[src/rtl/nor_erase_seq.sv]
module nor_erase_seq #(
  parameter int AW = 20,
  parameter int DW = 16,
  parameter int WE_CYC = 3,
  parameter int RD_CYC = 2
) (
  input  logic          clk,
  input  logic          rst_n,
  input  logic          erase_req,
  input  logic          id_req,
  output logic          busy,
  output logic          done,
  output logic          error,
  output logic [DW-1:0] id_mfr,
  output logic [DW-1:0] id_dev,
  output logic [AW-1:0] fl_addr,
  output logic [DW-1:0] fl_dout,
  input  logic [DW-1:0] fl_din,
  output logic          fl_we_n,
  output logic          fl_oe_n
);
  localparam int MAXC = (WE_CYC > RD_CYC) ? WE_CYC : RD_CYC;
  localparam int CW = $clog2(MAXC + 1);

  typedef enum logic [1:0] {S_IDLE, S_WR, S_RD, S_GAP} st_t;
  typedef enum logic [1:0] {P_CMD, P_POLL, P_IDRD, P_RST} ph_t;
  typedef enum logic [1:0] {V_CONT, V_DONE, V_FAIL} vd_t;

  st_t st;
  ph_t ph;
  vd_t vd;
  logic [CW-1:0] cnt;
  logic [2:0] idx, lk;
  logic is_id, lk_id, first, recheck, prev6, last_cmd;
  logic [10:0] c_addr;
  logic [7:0] c_data;

  assign busy = (st != S_IDLE);
  assign lk = (st == S_IDLE) ? 3'd0 : idx + 3'd1;
  assign lk_id = (st == S_IDLE) ? !erase_req : is_id;
  assign last_cmd = is_id ? (idx == 3'd2) : (idx == 3'd5);

  always_comb begin
    case (lk)
      3'd0, 3'd3: begin c_addr = 11'h555; c_data = 8'hAA; end
      3'd1, 3'd4: begin c_addr = 11'h2AA; c_data = 8'h55; end
      3'd2:       begin c_addr = 11'h555; c_data = lk_id ? 8'h90 : 8'h80; end
      default:    begin c_addr = 11'h555; c_data = 8'h10; end
    endcase
  end

  always_ff @(posedge clk) begin
    if (!rst_n) begin
      st <= S_IDLE; ph <= P_CMD; vd <= V_CONT;
      cnt <= '0; idx <= '0; is_id <= 1'b0;
      first <= 1'b1; recheck <= 1'b0; prev6 <= 1'b0;
      done <= 1'b0; error <= 1'b0;
      id_mfr <= '0; id_dev <= '0;
      fl_addr <= '0; fl_dout <= '0; fl_we_n <= 1'b1; fl_oe_n <= 1'b1;
    end else begin
      done <= 1'b0;
      error <= 1'b0;
      case (st)
        S_IDLE: if (erase_req || id_req) begin
          is_id <= !erase_req;
          idx <= '0; ph <= P_CMD; first <= 1'b1; recheck <= 1'b0;
          fl_addr <= AW'(c_addr); fl_dout <= DW'(c_data);
          fl_we_n <= 1'b0; cnt <= CW'(WE_CYC - 1); st <= S_WR;
        end
        S_WR: if (cnt == '0) begin
          fl_we_n <= 1'b1; st <= S_GAP;
        end else cnt <= cnt - 1'b1;
        S_RD: if (cnt == '0) begin
          fl_oe_n <= 1'b1; st <= S_GAP;
          if (ph == P_IDRD) begin
            if (fl_addr[0]) id_dev <= fl_din;
            else id_mfr <= fl_din;
          end else begin
            prev6 <= fl_din[6];
            first <= 1'b0;
            if (fl_din[7] || (!first && fl_din[6] == prev6)) vd <= V_DONE;
            else if (!first && recheck) vd <= V_FAIL;
            else begin
              vd <= V_CONT;
              if (!first && fl_din[5]) recheck <= 1'b1;
            end
          end
        end else cnt <= cnt - 1'b1;
        default: begin
          case (ph)
            P_CMD: if (last_cmd) begin
              ph <= is_id ? P_IDRD : P_POLL;
              fl_addr <= '0; fl_oe_n <= 1'b0; cnt <= CW'(RD_CYC - 1); st <= S_RD;
            end else begin
              idx <= idx + 3'd1;
              fl_addr <= AW'(c_addr); fl_dout <= DW'(c_data);
              fl_we_n <= 1'b0; cnt <= CW'(WE_CYC - 1); st <= S_WR;
            end
            P_POLL: case (vd)
              V_DONE: begin done <= 1'b1; st <= S_IDLE; end
              V_FAIL: begin
                ph <= P_RST; fl_addr <= '0; fl_dout <= DW'(8'hF0);
                fl_we_n <= 1'b0; cnt <= CW'(WE_CYC - 1); st <= S_WR;
              end
              default: begin
                fl_addr <= '0; fl_oe_n <= 1'b0; cnt <= CW'(RD_CYC - 1); st <= S_RD;
              end
            endcase
            P_IDRD: if (!fl_addr[0]) begin
              fl_addr <= AW'(1); fl_oe_n <= 1'b0; cnt <= CW'(RD_CYC - 1); st <= S_RD;
            end else begin
              ph <= P_RST; fl_addr <= '0; fl_dout <= DW'(8'hF0);
              fl_we_n <= 1'b0; cnt <= CW'(WE_CYC - 1); st <= S_WR;
            end
            default: begin
              st <= S_IDLE;
              if (is_id) done <= 1'b1;
              else error <= 1'b1;
            end
          endcase
        end
      endcase
    end
  end
endmodule

[config.mk]
export PLATFORM = sky130hd
export DESIGN_NAME = nor_erase_seq
export DESIGN_NICKNAME = d
export VERILOG_FILES = /design/src/rtl/nor_erase_seq.sv
export SDC_FILE = /design/constraint.sdc
export NUM_CORES = 1
export LEC_CHECK = 0
export BUFFER_PORTS_ARGS = -buffer_cell sky130_fd_sc_hd__buf_2
export CAP_MARGIN = 20
export CELL_PAD_IN_SITES_DETAIL_PLACEMENT = 2
export CELL_PAD_IN_SITES_GLOBAL_PLACEMENT = 2
export CORE_AREA = 5 5 111 113
export DETAILED_ROUTE_END_ITERATION = 12
export DIE_AREA = 0 0 116 118
export PLACE_DENSITY = 0.75
export SLEW_MARGIN = 40
export SYNTH_ARGS = -nofsm -noshare
export SYNTH_HDL_FRONTEND = slang
export SYNTH_SLANG_ARGS = --single-unit
[constraint.sdc]
create_clock -name clk -period 2.7 [get_ports clk]
set_input_delay 0 -clock clk [delete_from_list [all_inputs] [get_ports clk]]
set_output_delay 0 -clock clk [all_outputs]
set_load 0.02 [all_outputs]
==> results.toml, run 1 <==
[hold_path]
hold_class = "in2reg"
hp-start = "id_req"
holdPathEnd = "is_id"
hold_path_depth = 3

[clock_network]
htreeDepth = 3
cts_resized = 0
numCtsBuffers = 9
cts_sinks = 60
cts_root_buffer = "clkbuf_16"
clk-insertion-delay-late_ns = 0.34
clkTransAtPathRegs_ns = 0.05
cts_buffer_depth = 2
tritoncts = "yes"
postCtsSetupBuffers = 0

[setup_path]
rr_endpoint = "fl_dout[2]"
arrival_ns = 2.54
r2r_start = "st[0]"
critical_path_required_ns = 2.96
critical_path_class = "reg2reg"
crit_start = "st[0]"
critPathLaunchType = "register"
cp_max_fo = 9
r2r_cells = 6
critPathCaptureType = "register"
rrSetupSlack_ns = 0.42

[synthesis]
synth_top_family_by_area = "simple AND/OR/NAND/NOR gates"
synth_mux_area_share_pct = 1.58
synthCells = 394
synth-edff-count = 0
syn_area_mm2 = 0.00317
synthAdderAreaFrac_pct = 5.14
synthArstFlopShare_pct = 0
synth_most_common_cell = "nand2_1"
netlist_top_cells_area = "dfxtp_1, nand2_1, a21oi_1"
yosys.area_share.simple_pct = 23.5
synth_xor_xnor_area_share_pct = 0.830
synth_compound_area_share_pct = 19.0
yosysSeqAreaShare_pct = 37.9
ys_types = 49
yosysTopAreaCell = "dfxtp_1"
synth.top_cell.area_share_pct = 37.9
ys_top_cells_by_count = "nand2_1, dfxtp_1, a21oi_1, buf_4, inv_1"
synth-main-ff-cell = "dfxtp_1"
yosys_warnings = 0
synth-seq-cells = 60
syn_area_per_cell_um2 = 8.04

[floorplanning]
die_h_um = 118
core_mm2 = 0.0112
start_util_pct = 28.2
fp-row-count = 39
io_pins = 93
die_w_um = 116
die-area_mm2 = 0.0137

[timing]
tns_ns = 0
hold_viol_final = 0
clock.fmax_mhz = 440
fin_crit_sh_pct = 84.3
clock_skew_ns = 0.00371
worst-slew-pin-transition_ns = 0.606
finalCriticalPeriod_ns = 2.28
rsz0062_at_grt = "no"
relSlewSlack_pct = 59.6
setup_violations = 0
maxSlewViolCount = 0

[global_route]
grt_pass1_wl_um = 18400
grt_pass1_vias = 3383
antenna_found_initial = 0
grt_max_degree = 22
gr-total-overflow = 0
track_usage_pct = 17.2

[drt]
first_iter_violations = 147
drcViolationCount = 0
dr.pass1.iters = 4
ant_nets = 0
wirelength_um = 11400
wl_per_cell_um = 18.4
vias = 3086
vias_per_cell = 4.99

[layout]
drive_gt1_share_pct = 23.1
areaGrowthSynthToFinish_pct = 26.9
finalNetCount = 505
fin_util_pct = 35.8
antennaDiodeCount = 0
fin_area_mm2 = 0.00402

[pwr]
ir_drop_mv = 0.317
power.density_mw_per_mm2 = 1020
leakage_nw = 1.71

[placement]
place_congestion = 0.875
dp.final_hpwl_um = 7770
placed_cell_area_mm2 = 0.00353
port_buffers = 75

[run]
max-cap-violations = 0

[status]
run_status = "completed"
==> routing by layer <==
metal,global-route usage (%),routed length [µm]
met3,2.93,339
met5,0,0
met1,19.8,4790
met4,7.90,330
met2,30.3,5940
==> logic make-up (layout without fill, tap and decap cells) <==
group / count (synthesis) / count (layout)
and+or+nand+nor: 149 / 149
buffers and inverters: 67 / 133
DFF: 60 / 60
AOI/OAI and AO/OA: 96 / 96
adders and majority gates: 13 / 13
xor gates and xnor gates: 3 / 3
other: 1 / 17
muxes: 5 / 5
==> worst max path at each step <==
stage / slack, ns / to / depth (start not counted)
2_1_floorplan: 0.84 / fl_dout[2] / 8
3_5_place_dp: 0.44 / fl_dout[2] / 6
6_report: 0.42 / fl_dout[2] / 6
4_1_cts: 0.43 / fl_dout[2] / 6
3_3_place_gp: 0.58 / fl_dout[7] / 6
5_1_grt: 0.29 / fl_dout[2] / 6
==> final cells by class <==
cell class / count / area, µm²
tap: 143 / 179
multi-input combinational: 283 / 1650
clock inverter: 4 / 72.6
clock buffer: 11 / 253
fill: 1314 / 7200
timing repair buffer: 99 / 596
sequential: 60 / 1200
inverter: 19 / 71.3
==> repair_timing <==
action | CTS | global route
hold endpoints to repair | 33 | 0
endpoints found under the setup margin | 0 | 0
hold buffers | 16 | 0
==> registers in the layout, indices dropped and copies added (netlist names), 2 cells and up <==
| name | flops |
|---|---|
| id_dev | 16 |
| id_mfr | 16 |
| fl_dout | 6 |
| fl_addr | 3 |
| cnt | 2 |
| vd | 2 |
| idx | 3 |
| ph | 2 |
| st | 2 |
==> where the power goes <==
part           switching, mW  leakage (nW)  internal [mW]
logic                   1.10          1.06          0.595
registers              0.121         0.487           1.01
clock network          0.423         0.158          0.851
==> per-stage QoR <==
stage          total power [mW]  instances  setup slack, ns  hold slack (ns)
2_1_floorplan              2.43        410            0.839            0.136
3_3_place_gp               2.74        588            0.579            0.255
4_1_cts                    4.13        619            0.434          0.00476
6_report                   4.10        619            0.425          0.00941
5_1_grt                    4.34        619            0.294           0.0259
3_5_place_dp               2.79        588            0.441            0.265
==> layout by cell type, fill, tap and decap left out, types with 3 or more instances in the layout <==
cell	synthesis	final
inv_1	19	19
clkbuf_16	0	9
o211ai_1	3	3
nor3b_1	3	3
nand2_1	84	84
nor3_1	6	6
nor2_1	18	18
nor4_4	3	3
nand3_1	12	12
dlygate4sd3_1	0	16
ha_1	13	13
a31oi_1	9	9
a21oi_1	47	47
nor2b_1	3	3
o21ai_0	12	12
mux2i_1	5	5
dfxtp_1	60	60
nand4_1	5	5
conb_1	1	17
buf_2	8	75
buf_4	27	8
nand2b_1	4	4
==> worst max-delay path, cell delays in order, from the launching register on <==
cell	delay, ns
dfxtp_1	0.39
inv_1	0.11
ha_1	0.36
nor3b_4	0.25
nor4_4	0.45
and3_1	0.42
mux2i_1	0.23
(Power assumes the default switching activity.)
==> run 2, diff against run 1 <==
- CORE_AREA: 5 5 111 113 -> 5 5 117 119
- DIE_AREA: 0 0 116 118 -> 0 0 122 124
- PLACE_DENSITY: 0.75 -> 0.71
- clock period: 2.7 -> 2 ns (I/O delays scaled with it)
==> run 2 against run 1 <==
  * Die area grew 11%
  * Final cell count grew 7.8%
  * Via count grew 1.7%
  * Combinational power grew 62%
  * Sequential share of layout area shrank 1.7 points
  * Global-route usage shrank 0.99 points
  * Critical path type unchanged
  * Critical endpoint is now fl_dout[6]
  * Largest cell class unchanged
==> results.toml, run 2 (synthesized netlist as in run 1, its figures left out) <==
[layout]
final_common_cell = "nand2_1"
fin_area_mm2 = 0.00428
finalNetCount = 524
areaGrowthSynthToFinish_pct = 35.3
reg.largest.list = "id_dev x16, id_mfr x16, fl_dout x6"
antennaDiodeCount = 0
drive_gt1_share_pct = 28.7
final_cell_mix = "nand2_1, buf_2, dfxtp_1"
final_cells = 667

[placement]
dp.cells = 634
port_buffers = 75
dp.final_hpwl_um = 8590
placed_cell_area_mm2 = 0.00372
place_congestion = 0.830

[drt]
dr.pass1.iters = 4
wirelength_um = 12100
ant_nets = 0
drcViolationCount = 0
first_iter_violations = 108
wl_per_cell_um = 18.2
vias_per_cell = 4.70
vias = 3138

[floorplanning]
io_pins = 93
die_h_um = 124
fp-row-count = 41
start_util_pct = 25.4
die_w_um = 122
core_mm2 = 0.0125
die-area_mm2 = 0.0151

[timing]
worst-slew-pin-transition_ns = 0.609
hold_viol_final = 0
relSlewSlack_pct = 59.4
clock_skew_ns = 0.00424
finalCriticalPeriod_ns = 1.91
fin_crit_sh_pct = 95.5
clock.fmax_mhz = 523
setup_violations = 0
maxSlewViolCount = 0

[global_route]
grt.busiest_layer = "met2"
gr-total-overflow = 0
track_usage_pct = 16.2
antenna_found_initial = 0
grt_util_met3_pct = 3.77
grt_pass1_vias = 3574
met1_usage_pct = 18.3
grt_pass1_wl_um = 18900
grt_util_met2_pct = 29.5
grt_max_degree = 37

[setup_path]
critPathLaunchType = "register"
slowest_delay_ns = 0.40
arrival_ns = 2.16
cp_max_fo = 17
cp.buffers_inverters = 4
critical_path_class = "reg2reg"
critPathCaptureType = "register"
worst_path_max_delay_cell = "nor4_4"
crit_path_frequent_cell = "buf_4"
path_cells = "inv_2 -> ha_4 -> buf_12 -> nor3b_2 -> nor4_4 -> buf_4 -> buf_4 -> a31oi_2 -> a211oi_2"
critical_path_required_ns = 2.25
cp_top_family = "buffers and inverters"

[clock_network]
cts_root_buffer = "clkbuf_16"
clkTransAtPathRegs_ns = 0.05
cts_buffer_depth = 2
numCtsBuffers = 9
clk-insertion-delay-late_ns = 0.33
htreeDepth = 3
tritoncts = "yes"
cts_sinks = 60

[pwr]
power_mw = 5.98
leakage_nw = 1.81
power.density_mw_per_mm2 = 1400
ir_drop_mv = 0.390

[hold_path]
hold_class = "in2reg"

[run]
max-cap-violations = 0

[status]
run_status = "completed"
[run 2: cell types whose count changed in the layout (fill, tap and decap cells not counted), sizes merged]
cell,change
buf,+18
dlygate4sd3,+1
[run 2: final cells by class]
cell class	count	area, µm²
repair buffers	118	766
flip-flops and latches	60	1210
clock inverters	4	72.6
well taps	172	215
inverters	19	71.3
fillers	1433	8180
multi-input cells	283	1700
clock buffers	11	253
[run 2: what timing repair did]
action | in CTS | in global routing
hold buffers | 17 | 0
buffers inserted | 1 | 0
endpoints found under the setup margin | 7 | 8
gates resized for setup | 9 | 7
endpoints found under the hold margin | 34 | 0
pin swaps | 1 | 3
[run 2: layer usage]
metal  part of all wire (%)  vias to the layer above
met5                      0                        -
met4                    1.8                        0
met3                    3.7                       18
met2                     53                       58
met1                     42                     1550
li1                       -                     1512
[run 2: path summary, 6_finish.rpt]
kind / startpoint / end / slack [ns] / depth (start not counted)
max reg2reg: st[0] / fl_dout[6] / 0.09 / 9
min reg2reg: id_dev[5] / id_dev[5] / 0.45 / 2
max: st[0] / fl_dout[6] / 0.09 / 9
min: erase_req / is_id / 0.04 / 4
[run 2: power by group]
group,switching [mW],internal [mW]
logic,1.67,1.09
clock network,0.565,1.15
registers,0.139,1.37
[run 2: metrics by stage]
step	hold slack [ns]	worst slack [ns]	util [%]	setup TNS, ns
floorplan	0.136	0.139	-	0
global placement	0.255	0.117	29.9	0
detailed placement	0.265	-0.0434	29.9	-0.135
CTS	0.0453	0.00159	34.1	0
global route	0.0885	-0.00393	34.4	-0.00594
finish	0.0442	0.0896	34.4	0
[run 2: worst reg2reg max path: stages, from the launching register on]
cell      delay [ns]
dfxtp_2         0.34
inv_2           0.12
ha_4            0.18
buf_12          0.15
nor3b_2         0.07
nor4_4          0.40
buf_4           0.20
buf_4           0.11
a31oi_2         0.08
a211oi_2        0.19
